### config.mk
export PLATFORM = sky130hd
export DESIGN_NAME = sdr_wr_burst_seq
export DESIGN_NICKNAME = d
export VERILOG_FILES = /design/src/rtl/sdr_wb_pkg.sv /design/src/rtl/sdr_bank_timer.sv /design/src/rtl/sdr_burst_engine.sv /design/src/rtl/sdr_wr_burst_seq.sv
export SDC_FILE = /design/constraint.sdc
export NUM_CORES = 1
export LEC_CHECK = 0
export BUFFER_PORTS_ARGS = -buffer_cell sky130_fd_sc_hd__buf_4
export CORE_UTILIZATION = 50
export DETAILED_ROUTE_END_ITERATION = 16
export PLACE_DENSITY = 0.82
export SETUP_SLACK_MARGIN = 0.1
export SKIP_LAST_GASP = 1
export SLEW_MARGIN = 30
export SYNTH_ARGS = -nofsm -noshare
export SYNTH_HDL_FRONTEND = slang
export SYNTH_SLANG_ARGS = --single-unit
### constraint.sdc
create_clock -name clk -period 6.85 [get_ports clk]
set_clock_uncertainty 0.2 [all_clocks]
set_input_delay 0.3425 -clock clk [delete_from_list [all_inputs] [get_ports clk]]
set_output_delay 0.3425 -clock clk [all_outputs]
set_load 0.01 [all_outputs]
### src/rtl/sdr_wb_pkg.sv
// Shared command codes and pin encodings for the write burst sequencer.
// Assumes a three-wire command set (RAS#, CAS#, WE#) with chip select tied active.
package sdr_wb_pkg;

    typedef enum logic [2:0] {
        OP_ACT  = 3'd0,
        OP_WR   = 3'd1,
        OP_RD   = 3'd2,
        OP_PRE  = 3'd3,
        OP_PREA = 3'd4
    } op_e;

    typedef struct packed {
        logic ras_n;
        logic cas_n;
        logic we_n;
    } cmd_pins_t;

    localparam cmd_pins_t PINS_NOP = 3'b111;
    localparam cmd_pins_t PINS_ACT = 3'b011;
    localparam cmd_pins_t PINS_WR  = 3'b100;
    localparam cmd_pins_t PINS_RD  = 3'b101;
    localparam cmd_pins_t PINS_PRE = 3'b010;

endpackage

### src/rtl/sdr_bank_timer.sv
// Per-bank open flag and row-to-column delay counter.
// Each bank's counter loads on its activate and saturates at TRCD; the bank is
// ready for column commands once it has reached TRCD. Assumes TRCD >= 1 and that
// activate and precharge never fire in the same cycle (one command port).
module sdr_bank_timer #(
    parameter int BANKS = 4,
    parameter int TRCD  = 3,
    localparam int BA_W  = (BANKS > 1) ? $clog2(BANKS) : 1,
    localparam int CNT_W = $clog2(TRCD + 1)
) (
    input  logic             clk,
    input  logic             rst_n,
    input  logic             act_fire,
    input  logic [BA_W-1:0]  act_bank,
    input  logic             pre_fire,
    input  logic             pre_all,
    input  logic [BA_W-1:0]  pre_bank,
    output logic [BANKS-1:0] bank_open,
    output logic [BANKS-1:0] bank_rcd_ok
);

    for (genvar b = 0; b < BANKS; b++) begin : g_bank
        logic [CNT_W-1:0] cnt_q;
        logic             open_q;

        // Track open state and count edges since this bank's activate.
        always_ff @(posedge clk) begin
            if (!rst_n) begin
                open_q <= 1'b0;
                cnt_q  <= '0;
            end else if (act_fire && act_bank == BA_W'(b)) begin
                open_q <= 1'b1;
                cnt_q  <= CNT_W'(1);
            end else if (pre_fire && (pre_all || pre_bank == BA_W'(b))) begin
                open_q <= 1'b0;
                cnt_q  <= '0;
            end else if (open_q && cnt_q < CNT_W'(TRCD)) begin
                cnt_q <= cnt_q + CNT_W'(1);
            end
        end

        assign bank_open[b]   = open_q;
        assign bank_rcd_ok[b] = open_q && (cnt_q >= CNT_W'(TRCD));

        // a freshly opened bank is not yet ready unless TRCD is one cycle
        p_rcd_hold_r3: assert property (@(posedge clk) disable iff (!rst_n)
            $rose(bank_open[b]) |-> (bank_rcd_ok[b] == (TRCD <= 1)));

        // a precharge aimed at this bank closes it on the next cycle
        p_pre_closes_r9: assert property (@(posedge clk) disable iff (!rst_n)
            (pre_fire && (pre_all || pre_bank == BA_W'(b))) |=> !bank_open[b]);
    end

endmodule

### src/rtl/sdr_burst_engine.sv
// Data-slot engine for write bursts: drives the data bus, byte masks and the
// slot column. A start loads the first word in the command's own cycle; later
// slots take one word per clock, masking any slot without data. A stop (read or
// precharge) releases the bus and masks its cycle. Assumes COL_W >= 3.
module sdr_burst_engine #(
    parameter int COL_W  = 8,
    parameter int DATA_W = 16,
    parameter int MAX_BL = 8,
    localparam int MASK_W = DATA_W / 8,
    localparam int LEFT_W = $clog2(MAX_BL)
) (
    input  logic              clk,
    input  logic              rst_n,
    input  logic [1:0]        cfg_bl_code,
    input  logic              cfg_full_page,
    input  logic              start,
    input  logic [COL_W-1:0]  start_col,
    input  logic [DATA_W-1:0] start_data,
    input  logic              stop,
    input  logic              in_valid,
    input  logic [DATA_W-1:0] in_data,
    output logic              cont,
    output logic [DATA_W-1:0] dq_out,
    output logic              dq_oe,
    output logic [MASK_W-1:0] dqm,
    output logic [COL_W-1:0]  slot_col
);

    logic [COL_W-1:0]  new_mask;
    logic [COL_W-1:0]  mask_q;
    logic [COL_W-1:0]  col_step;
    logic [LEFT_W-1:0] left_q;
    logic              fp_q;

    // Column wrap mask for the burst about to start.
    always_comb begin
        if (cfg_full_page) begin
            new_mask = '1;
        end else begin
            case (cfg_bl_code)
                2'd0:    new_mask = '0;
                2'd1:    new_mask = COL_W'(1);
                2'd2:    new_mask = COL_W'(3);
                default: new_mask = COL_W'(7);
            endcase
        end
    end

    // Next column: step the low bits inside the aligned block, keep the rest.
    assign col_step = (slot_col & ~mask_q) | ((slot_col + COL_W'(1)) & mask_q);

    // A further slot is due when the burst still runs and nothing cuts it.
    assign cont = !start && !stop && (fp_q || left_q != '0);

    // Slot sequencing: load, truncate, advance or idle.
    always_ff @(posedge clk) begin
        if (!rst_n) begin
            dq_out   <= '0;
            dq_oe    <= 1'b0;
            dqm      <= '0;
            slot_col <= '0;
            mask_q   <= '0;
            left_q   <= '0;
            fp_q     <= 1'b0;
        end else if (start) begin
            dq_out   <= start_data;
            dq_oe    <= 1'b1;
            dqm      <= '0;
            slot_col <= start_col;
            mask_q   <= new_mask;
            left_q   <= cfg_full_page ? '0 : LEFT_W'(new_mask);
            fp_q     <= cfg_full_page;
        end else if (stop) begin
            dq_oe  <= 1'b0;
            dqm    <= '1;
            left_q <= '0;
            fp_q   <= 1'b0;
        end else if (cont) begin
            slot_col <= col_step;
            dq_oe    <= 1'b1;
            if (!fp_q) begin
                left_q <= left_q - LEFT_W'(1);
            end
            if (in_valid) begin
                dq_out <= in_data;
                dqm    <= '0;
            end else begin
                dqm <= '1;
            end
        end else begin
            dq_oe <= 1'b0;
            dqm   <= '0;
        end
    end

    // the word given with a start is on the bus, unmasked, next cycle
    p_first_word_r2: assert property (@(posedge clk) disable iff (!rst_n)
        start |=> (dq_oe && dqm == '0 && dq_out == $past(start_data)));

    // a full-page burst keeps running unless cut
    p_fp_holds_r6: assert property (@(posedge clk) disable iff (!rst_n)
        (fp_q && !start && !stop) |=> fp_q);

    // the page's last column is followed by column 0
    p_page_wrap_r6: assert property (@(posedge clk) disable iff (!rst_n)
        (fp_q && cont && slot_col == '1) |=> (slot_col == '0 && dq_oe));

    // a stop releases the bus and masks its cycle
    p_stop_masks_r7: assert property (@(posedge clk) disable iff (!rst_n)
        stop |=> (!dq_oe && dqm == '1));

    // with no slots left and no new write the bus is released
    p_burst_ends_r4: assert property (@(posedge clk) disable iff (!rst_n)
        (!fp_q && left_q == '0 && !start) |=> !dq_oe);

endmodule

### src/rtl/sdr_wr_burst_seq.sv
// Write burst sequencer top: accepts user commands, gates column commands on
// the per-bank row-to-column delay, registers the command pins and hands write
// data to the burst engine. Assumes ROW_W >= 11, COL_W <= 10, power-of-two BANKS,
// and that the user respects row precharge and refresh timing itself.
module sdr_wr_burst_seq
    import sdr_wb_pkg::*;
#(
    parameter int BANKS  = 4,
    parameter int ROW_W  = 12,
    parameter int COL_W  = 8,
    parameter int DATA_W = 16,
    parameter int TRCD   = 3,
    localparam int BA_W   = (BANKS > 1) ? $clog2(BANKS) : 1,
    localparam int MASK_W = DATA_W / 8
) (
    input  logic              clk,
    input  logic              rst_n,
    input  logic              cfg_full_page,
    input  logic [1:0]        cfg_bl_code,
    input  logic              cmd_valid,
    output logic              cmd_ready,
    input  logic [2:0]        cmd_op,
    input  logic [BA_W-1:0]   cmd_bank,
    input  logic [ROW_W-1:0]  cmd_addr,
    input  logic              wdata_valid,
    output logic              wdata_ready,
    input  logic [DATA_W-1:0] wdata,
    output logic              sd_ras_n,
    output logic              sd_cas_n,
    output logic              sd_we_n,
    output logic [BA_W-1:0]   sd_ba,
    output logic [ROW_W-1:0]  sd_addr,
    output logic [DATA_W-1:0] sd_dq_out,
    output logic              sd_dq_oe,
    output logic [MASK_W-1:0] sd_dqm,
    output logic [COL_W-1:0]  slot_col
);

    localparam int AP_BIT = 10;

    logic [BANKS-1:0] bank_open;
    logic [BANKS-1:0] bank_rcd_ok;
    logic             cmd_fire, act_fire, wr_fire, rd_fire, pre_fire, pre_all;
    logic             eng_cont;
    cmd_pins_t        pins_q;

    // Decide whether the offered command can be taken this cycle.
    always_comb begin
        case (cmd_op)
            OP_ACT:          cmd_ready = !bank_open[cmd_bank];
            OP_WR:           cmd_ready = bank_rcd_ok[cmd_bank] && wdata_valid;
            OP_RD:           cmd_ready = bank_rcd_ok[cmd_bank];
            OP_PRE, OP_PREA: cmd_ready = 1'b1;
            default:         cmd_ready = 1'b0;
        endcase
    end

    assign cmd_fire = cmd_valid && cmd_ready;
    assign act_fire = cmd_fire && cmd_op == OP_ACT;
    assign wr_fire  = cmd_fire && cmd_op == OP_WR;
    assign rd_fire  = cmd_fire && cmd_op == OP_RD;
    assign pre_all  = cmd_op == OP_PREA;
    assign pre_fire = cmd_fire && (cmd_op == OP_PRE || pre_all);

    assign wdata_ready = wr_fire || eng_cont;

    // Register the command pins, bank and address for the accepted command.
    always_ff @(posedge clk) begin
        if (!rst_n) begin
            pins_q  <= PINS_NOP;
            sd_ba   <= '0;
            sd_addr <= '0;
        end else begin
            pins_q  <= PINS_NOP;
            sd_ba   <= '0;
            sd_addr <= '0;
            if (cmd_fire) begin
                case (cmd_op)
                    OP_ACT: begin
                        pins_q  <= PINS_ACT;
                        sd_ba   <= cmd_bank;
                        sd_addr <= cmd_addr;
                    end
                    OP_WR: begin
                        pins_q  <= PINS_WR;
                        sd_ba   <= cmd_bank;
                        sd_addr <= ROW_W'(cmd_addr[COL_W-1:0]);
                    end
                    OP_RD: begin
                        pins_q  <= PINS_RD;
                        sd_ba   <= cmd_bank;
                        sd_addr <= ROW_W'(cmd_addr[COL_W-1:0]);
                    end
                    OP_PRE: begin
                        pins_q <= PINS_PRE;
                        sd_ba  <= cmd_bank;
                    end
                    default: begin
                        pins_q          <= PINS_PRE;
                        sd_addr[AP_BIT] <= 1'b1;
                    end
                endcase
            end
        end
    end

    assign sd_ras_n = pins_q.ras_n;
    assign sd_cas_n = pins_q.cas_n;
    assign sd_we_n  = pins_q.we_n;

    sdr_bank_timer #(
        .BANKS (BANKS),
        .TRCD  (TRCD)
    ) u_bank_timer (
        .clk         (clk),
        .rst_n       (rst_n),
        .act_fire    (act_fire),
        .act_bank    (cmd_bank),
        .pre_fire    (pre_fire),
        .pre_all     (pre_all),
        .pre_bank    (cmd_bank),
        .bank_open   (bank_open),
        .bank_rcd_ok (bank_rcd_ok)
    );

    sdr_burst_engine #(
        .COL_W  (COL_W),
        .DATA_W (DATA_W)
    ) u_burst_engine (
        .clk           (clk),
        .rst_n         (rst_n),
        .cfg_bl_code   (cfg_bl_code),
        .cfg_full_page (cfg_full_page),
        .start         (wr_fire),
        .start_col     (cmd_addr[COL_W-1:0]),
        .start_data    (wdata),
        .stop          (rd_fire || pre_fire),
        .in_valid      (wdata_valid),
        .in_data       (wdata),
        .cont          (eng_cont),
        .dq_out        (sd_dq_out),
        .dq_oe         (sd_dq_oe),
        .dqm           (sd_dqm),
        .slot_col      (slot_col)
    );

    // a cycle with no accepted command is followed by NOP pins
    p_nop_idle_r10: assert property (@(posedge clk) disable iff (!rst_n)
        !cmd_fire |=> (sd_ras_n && sd_cas_n && sd_we_n && sd_addr == '0));

    // a write command on the pins carries its first word, unmasked
    p_wr_with_data_r2: assert property (@(posedge clk) disable iff (!rst_n)
        (sd_ras_n && !sd_cas_n && !sd_we_n) |-> (sd_dq_oe && sd_dqm == '0));

    // a read on the pins never has the data bus driven
    p_read_quiet_bus_r7: assert property (@(posedge clk) disable iff (!rst_n)
        (sd_ras_n && !sd_cas_n && sd_we_n) |-> !sd_dq_oe);

    // column commands never request auto precharge
    p_col_no_ap_r1: assert property (@(posedge clk) disable iff (!rst_n)
        (sd_ras_n && !sd_cas_n) |-> !sd_addr[AP_BIT]);

endmodule

Word level (Yosys, flattened, before mapping). Cells that the tools add are included.

Eq/ne operators: 11. Reductions and logical operators: 66. Add/sub/neg operators: 6. Muxes and demuxes: 50. Bitwise logic cells: 5. Order comparisons: 9.

Operator list (count): 16-bit two-way mux (4); 8-bit two-way mux (4); 1-bit two-way mux (27); 1-bit logical AND (24); 10-bit one-hot mux with 2 select lines (1); 3-bit one-hot mux with 3 select lines (2); 3-bit nonzero test (6); 8-bit bitwise AND (2); 3-bit two-way mux (5); 3-bit OR reduction (5); 2-bit nonzero test (7); 3-bit AND reduction (3); 2-bit by 1-bit adder with 2-bit output, second input constant (4); 8-bit by 1-bit adder with 8-bit output, second input constant (1); 2-bit >= comparator, second input constant (4); 1-bit logical OR (8); 2-bit less-than comparator, second input constant (4); 8-bit NOT (1); 8-bit OR (1); 2-bit == test, second input constant (3); 3-bit by 2-bit == test with 1-bit output, second input constant (2); 2-bit two-way mux (3); 2-bit AND reduction (3); 2-bit OR reduction (3); 15 further kinds (20).

Flip-flop bits (word level): 68. Word-level logic and storage cells: 172. Input port bits: 40. Output and inout port bits: 46.

Depth between registers and ports, before layout.
Depth in word-level cells: 15. Mapped depth: 10. Mapped depth without buffers: 7.

Modules after synthesis. From an unflattened synthesis, not the netlist that was laid out.

Cell total of the unflattened synthesis: 330. Area total of the unflattened synthesis: 3091.7 um^2.

By module, submodules not included: sdr_burst_engine (cells each 189, instances 1, seq. area each 680.7 um^2, area each 1624.1 um^2); sdr_wr_burst_seq (cells each 71, instances 1, seq. area each 340.3 um^2, area each 769.5 um^2); sdr_bank_timer (cells each 70, instances 1, seq. area each 240.2 um^2, area each 698.2 um^2).

Worst setup path after synthesis. OpenSTA, ideal clock, no wires.

Path kind: register to register. Start: register u_bank_timer.g_bank[3].cnt_q[0]. End: register u_burst_engine.dq_out[10]. Stages on the path, launching flop included: 10. Clock period less this slack: 2.289 ns. Required time: 6.578 ns. Path slack: 4.561 ns. Path buffers: 2. Setup time: 0.072 ns. Arrival: 2.018 ns. Cell sequence: dfxtp_1 ha_1 nand2_1 mux4_2 o211ai_2 o211a_1 o21a_1 buf_4 buf_6 mux2i_1.

Word-level cells in the longest chain between the ends: 14. Elaborated cells between the ends (all ways): 20. Those cells by class: order compare: 1; eq/ne: 1; mux: 4; reduce/logical: 14.

RTL lines: start, declared (RTL line sdr_bank_timer.sv:23) `logic [CNT_W-1:0] cnt_q;`; start signal, assigned (RTL line sdr_bank_timer.sv:38) `cnt_q <= cnt_q + CNT_W'(1);`; 2-bit >= comparator (*) (RTL line sdr_bank_timer.sv:43) `assign bank_rcd_ok[b] = open_q && (cnt_q >= CNT_W'(TRCD));`; 1-bit logical AND (*) (RTL line sdr_bank_timer.sv:43); 1-bit binary-select mux with 2-bit select (*) (RTL line sdr_wr_burst_seq.sv:51, sdr_wr_burst_seq.sv:52); 1-bit two-way mux (implied by the code) (*) (RTL line sdr_wr_burst_seq.sv:51, sdr_wr_burst_seq.sv:52); 1-bit logical AND (RTL line sdr_wr_burst_seq.sv:51) `OP_WR: cmd_ready = bank_rcd_ok[cmd_bank] && wdata_valid;`; 1-bit one-hot mux with 4 select lines (*) (RTL line sdr_wr_burst_seq.sv:49) `case (cmd_op)`; 1-bit logical AND (*) (RTL line sdr_wr_burst_seq.sv:58) `assign cmd_fire = cmd_valid && cmd_ready;`; 1-bit logical AND, on equally long branches (RTL line sdr_wr_burst_seq.sv:61, sdr_wr_burst_seq.sv:63); 1-bit logical OR (RTL line sdr_wr_burst_seq.sv:137) `.stop (rd_fire || pre_fire),`; 1-bit logical NOT (RTL line sdr_burst_engine.sv:53) `assign cont = !start && !stop && (fp_q || left_q != '0);`; 1-bit logical AND (2 in series) (RTL line sdr_burst_engine.sv:53); 2-bit nonzero test (no source line); 3-bit AND reduction (no source line); end signal, assigned (RTL line sdr_burst_engine.sv:66) `dq_out <= start_data;`; end signal, assigned (RTL line sdr_burst_engine.sv:85) `dq_out <= in_data;`; end, declared (RTL line sdr_burst_engine.sv:23) `output logic [DATA_W-1:0] dq_out,`.

Mark *: on every way between the ends. The rest lies on a longest branch, timed or not. The select of a mux whose other input is x is not followed. A chain may end at the register's enable or synchronous reset.

Final worst setup path.
Start: register u_bank_timer.g_bank[1].cnt_q[0]. End: register u_burst_engine.dq_out[1].

Word-level cells in the longest chain between the ends: 14. Elaborated cells between the ends (all ways): 20. Those cells by class: order compare: 1; eq/ne: 1; mux: 4; reduce/logical: 14.

RTL lines (RTL line): start, declared (sdr_bank_timer.sv:23); start signal, assigned (sdr_bank_timer.sv:38); 2-bit >= comparator (*) (sdr_bank_timer.sv:43); 1-bit logical AND (*) (sdr_bank_timer.sv:43); 1-bit binary-select mux with 2-bit select (*) (sdr_wr_burst_seq.sv:51, sdr_wr_burst_seq.sv:52); 1-bit two-way mux (implied by the code) (*) (sdr_wr_burst_seq.sv:51, sdr_wr_burst_seq.sv:52); 1-bit logical AND (sdr_wr_burst_seq.sv:51); 1-bit one-hot mux with 4 select lines (*) (sdr_wr_burst_seq.sv:49); 1-bit logical AND (*) (sdr_wr_burst_seq.sv:58); 1-bit logical AND, on equally long branches (sdr_wr_burst_seq.sv:61, sdr_wr_burst_seq.sv:63); 1-bit logical OR (sdr_wr_burst_seq.sv:137); 1-bit logical NOT (sdr_burst_engine.sv:53); 1-bit logical AND (2 in series) (sdr_burst_engine.sv:53); 2-bit nonzero test (no source line); 3-bit AND reduction (no source line).

Marks and branches as above.

==> flow_summary.json <==
{
  "outcome": "finished, final reports clean",
  "wl_mm": 6.38,
  "layout_common_cells": "buf_4, dfxtp_1, nand2_1",
  "netlist_top_cells_area": "dfxtp_1, mux2i_1, nand2_1",
  "min_period_ps": 3350,
  "crit_type": "flip-flop to flip-flop",
  "via_per_inst": 5.40,
  "worst_pin_slew_ps": 893,
  "startpoint_type": "flip-flop",
  "cts_tree": "yes",
  "fin_area_um2": 3750,
  "seq_area_frac_synth": 0.431,
  "antenna_cells": 0,
  "antenna_left": 0,
  "crit_path_start": "u_bank_timer.g_bank[1].cnt_q[0]",
  "finalHoldViolations": 0,
  "initial_utilization": 0.525,
  "hold_slack_ps": 16.1,
  "peakVddDrop_uv": 161,
  "p_leak_nw": 1.70,
  "maxSlewHeadroom": 0.405,
  "synth_nets": 366,
  "grt_util_all_layers": 0.221,
  "reg2reg_to": "u_burst_engine.dq_out[1]",
  "crit_fanout": 16,
  "slew_viol_final": 0,
  "worstHoldPathType": "input port to flip-flop",
  "synth-main-ff-cell": "dfxtp_1",
  "cts_resized": 0,
  "io_pins": 86,
  "synth_edf_count": 0,
  "fin_crit_sh": 0.489,
  "die_w_um": 78.5,
  "crit_arrival_ps": 3400,
  "crit_end": "u_burst_engine.dq_out[1]",
  "synthCells": 319,
  "reg2reg_depth": 7,
  "drive_gt1_frac": 0.265,
  "cp-end-kind": "flip-flop",
  "synthArstFlopShare": 0,
  "grt_max_degree": 71,
  "place_congestion": 0.805,
  "syn_area_um2": 2930,
  "required_ps": 6910,
  "drt_iter0_drc": 151,
  "cts.htree.levels": 3,
  "slowest_delay_ps": 780,
  "grt_pass1_vias": 2413,
  "crit_slowest_cell": "o21a_1",
  "grt_pass1_wl_mm": 10.7,
  "syn_area_per_cell_um2": 9.18,
  "grt_antenna_before_repair": 0,
  "r2r_start": "u_bank_timer.g_bank[1].cnt_q[0]",
  "die_y_um": 78.5,
  "fp-row-count": 27,
  "synth.distinct_cells": 48,
  "portBuffers": 85,
  "final-setup-viol-count": 0,
  "clock_latency_ps": 330,
  "coreArea_um2": 5570,
  "drc": 0,
  "cts-root-buf": "clkbuf_8",
  "wl_per_cell_um": 13.6,
  "fmax_mhz": 299,
  "hpwl_mm": 4.66,
  "cts_buffers": 9,
  "powerDensity_nw_per_um2": 265,
  "cp_cell_sequence": "ha_1 -> nand2_1 -> mux4_2 -> o211ai_2 -> o211a_1 -> o21a_1 -> mux2i_1",
  "final_common_cell": "buf_4",
  "r2r_slack_ps": 3500,
  "synth_warnings": 0,
  "num-nets-final": 439,
  "synth.top_cell.area_share": 0.431,
  "placed_area_um2": 3530,
  "post-synth-top-area-cell": "dfxtp_1",
  "synth_seq_cells": 63,
  "drv_cap": 0,
  "die_area_um2": 6170,
  "overflow": 0,
  "tns_ps": 0,
  "power_mw": 0.993,
  "syn_to_final_growth_pct": 27.9,
  "cts.path.max_buffers": 2,
  "path_clk_slew_ps": 60,
  "clock-sinks": 63,
  "cts-hold-fix-buffers": 0,
  "rsz0062_at_grt": "false",
  "post-cts-setup-buffers": 0,
  "first_pass_iters": 4,
  "num_vias": 2529
}
==> cell families after synthesis <==
family,after synthesis,share of synthesized area
AO/OA/AOI/OAI,55,0.138
adder cells (fa/ha/maj),7,0.0299
buffers and inverters,27,0.0466
flip-flops,63,0.431
AND/OR/NAND/NOR,138,0.254
multiplexers,23,0.0829
XOR/XNOR,6,0.0179
==> layer usage <==
| metal | part of all wire | vias to the layer above | GRT usage |
|---|---|---|---|
| met4 | 0.031 | 0 | 0.115 |
| met1 | 0.41 | 1162 | 0.247 |
| li1 | - | 1272 | - |
| met2 | 0.50 | 79 | 0.381 |
| met3 | 0.056 | 16 | 0.0605 |
| met5 | 0 | - | 0 |
==> power by group <==
part / total [mW] / internal [mW] / switching (mW)
Sequential: 0.417 / 0.400 / 0.0166
Clock: 0.345 / 0.212 / 0.133
Combinational: 0.231 / 0.113 / 0.118
==> cell usage after synthesis, types with 4 or more instances <==
cell type   n
nor2b_1    10
nor3_1      7
nand2_1    45
nor2_1     15
and3_1      5
o31ai_1     4
nand3b_1    4
buf_2       4
clkbuf_1   13
mux2i_1    22
nand2b_1    7
ha_1        7
nand3_1     5
a21oi_1     4
xnor2_1     5
nor3b_1     5
o21ai_0    10
nand4_1     6
buf_4       4
o21a_1     13
nor4b_1     5
a31oi_1     4
inv_1       4
and2_1     12
dfxtp_1    63
==> worst min path at each step <==
stage,from,endpoint,slack (ps),cells past startpoint
after floorplan,cmd_addr[0],sd_addr[0],260,1
after global placement,u_burst_engine.dq_out[4],u_burst_engine.dq_out[4],240,2
after detailed placement,u_burst_engine.dq_out[6],u_burst_engine.dq_out[6],250,2
after CTS,cmd_addr[3],sd_addr[3],5,2
after global routing,cmd_addr[5],sd_addr[5],7,2
final,cmd_addr[7],sd_addr[7],20,2
==> final cells by class <==
| class | instances | area, um2 |
|---|---|---|
| repair buffers | 85 | 638 |
| fillers | 445 | 1830 |
| multi-input cells | 229 | 1530 |
| clock inverters | 4 | 70.1 |
| well taps | 72 | 90.1 |
| flip-flops and latches | 63 | 1260 |
| clock buffers | 11 | 141 |
| inverters | 4 | 15.0 |
==> critical path, delay by kind of cell, from the launching register on <==
family / cells / cell delay (ps)
AND/OR/NAND/NOR: 1 / 60
multiplexers: 2 / 740
AO/OA/AOI/OAI: 3 / 1720
adder cells (fa/ha/maj): 1 / 180
flip-flops: 1 / 360
==> through the flow <==
stage / cells / worst slack (ps) / utilization
floorplan: 319 / 4560 / -
global placement: 453 / 3640 / 0.634
detailed placement: 453 / 3500 / 0.634
CTS: 468 / 3480 / 0.672
global route: 468 / 3220 / 0.672
finish: 468 / 3500 / 0.672
Power figures use the tool's default switching activity.
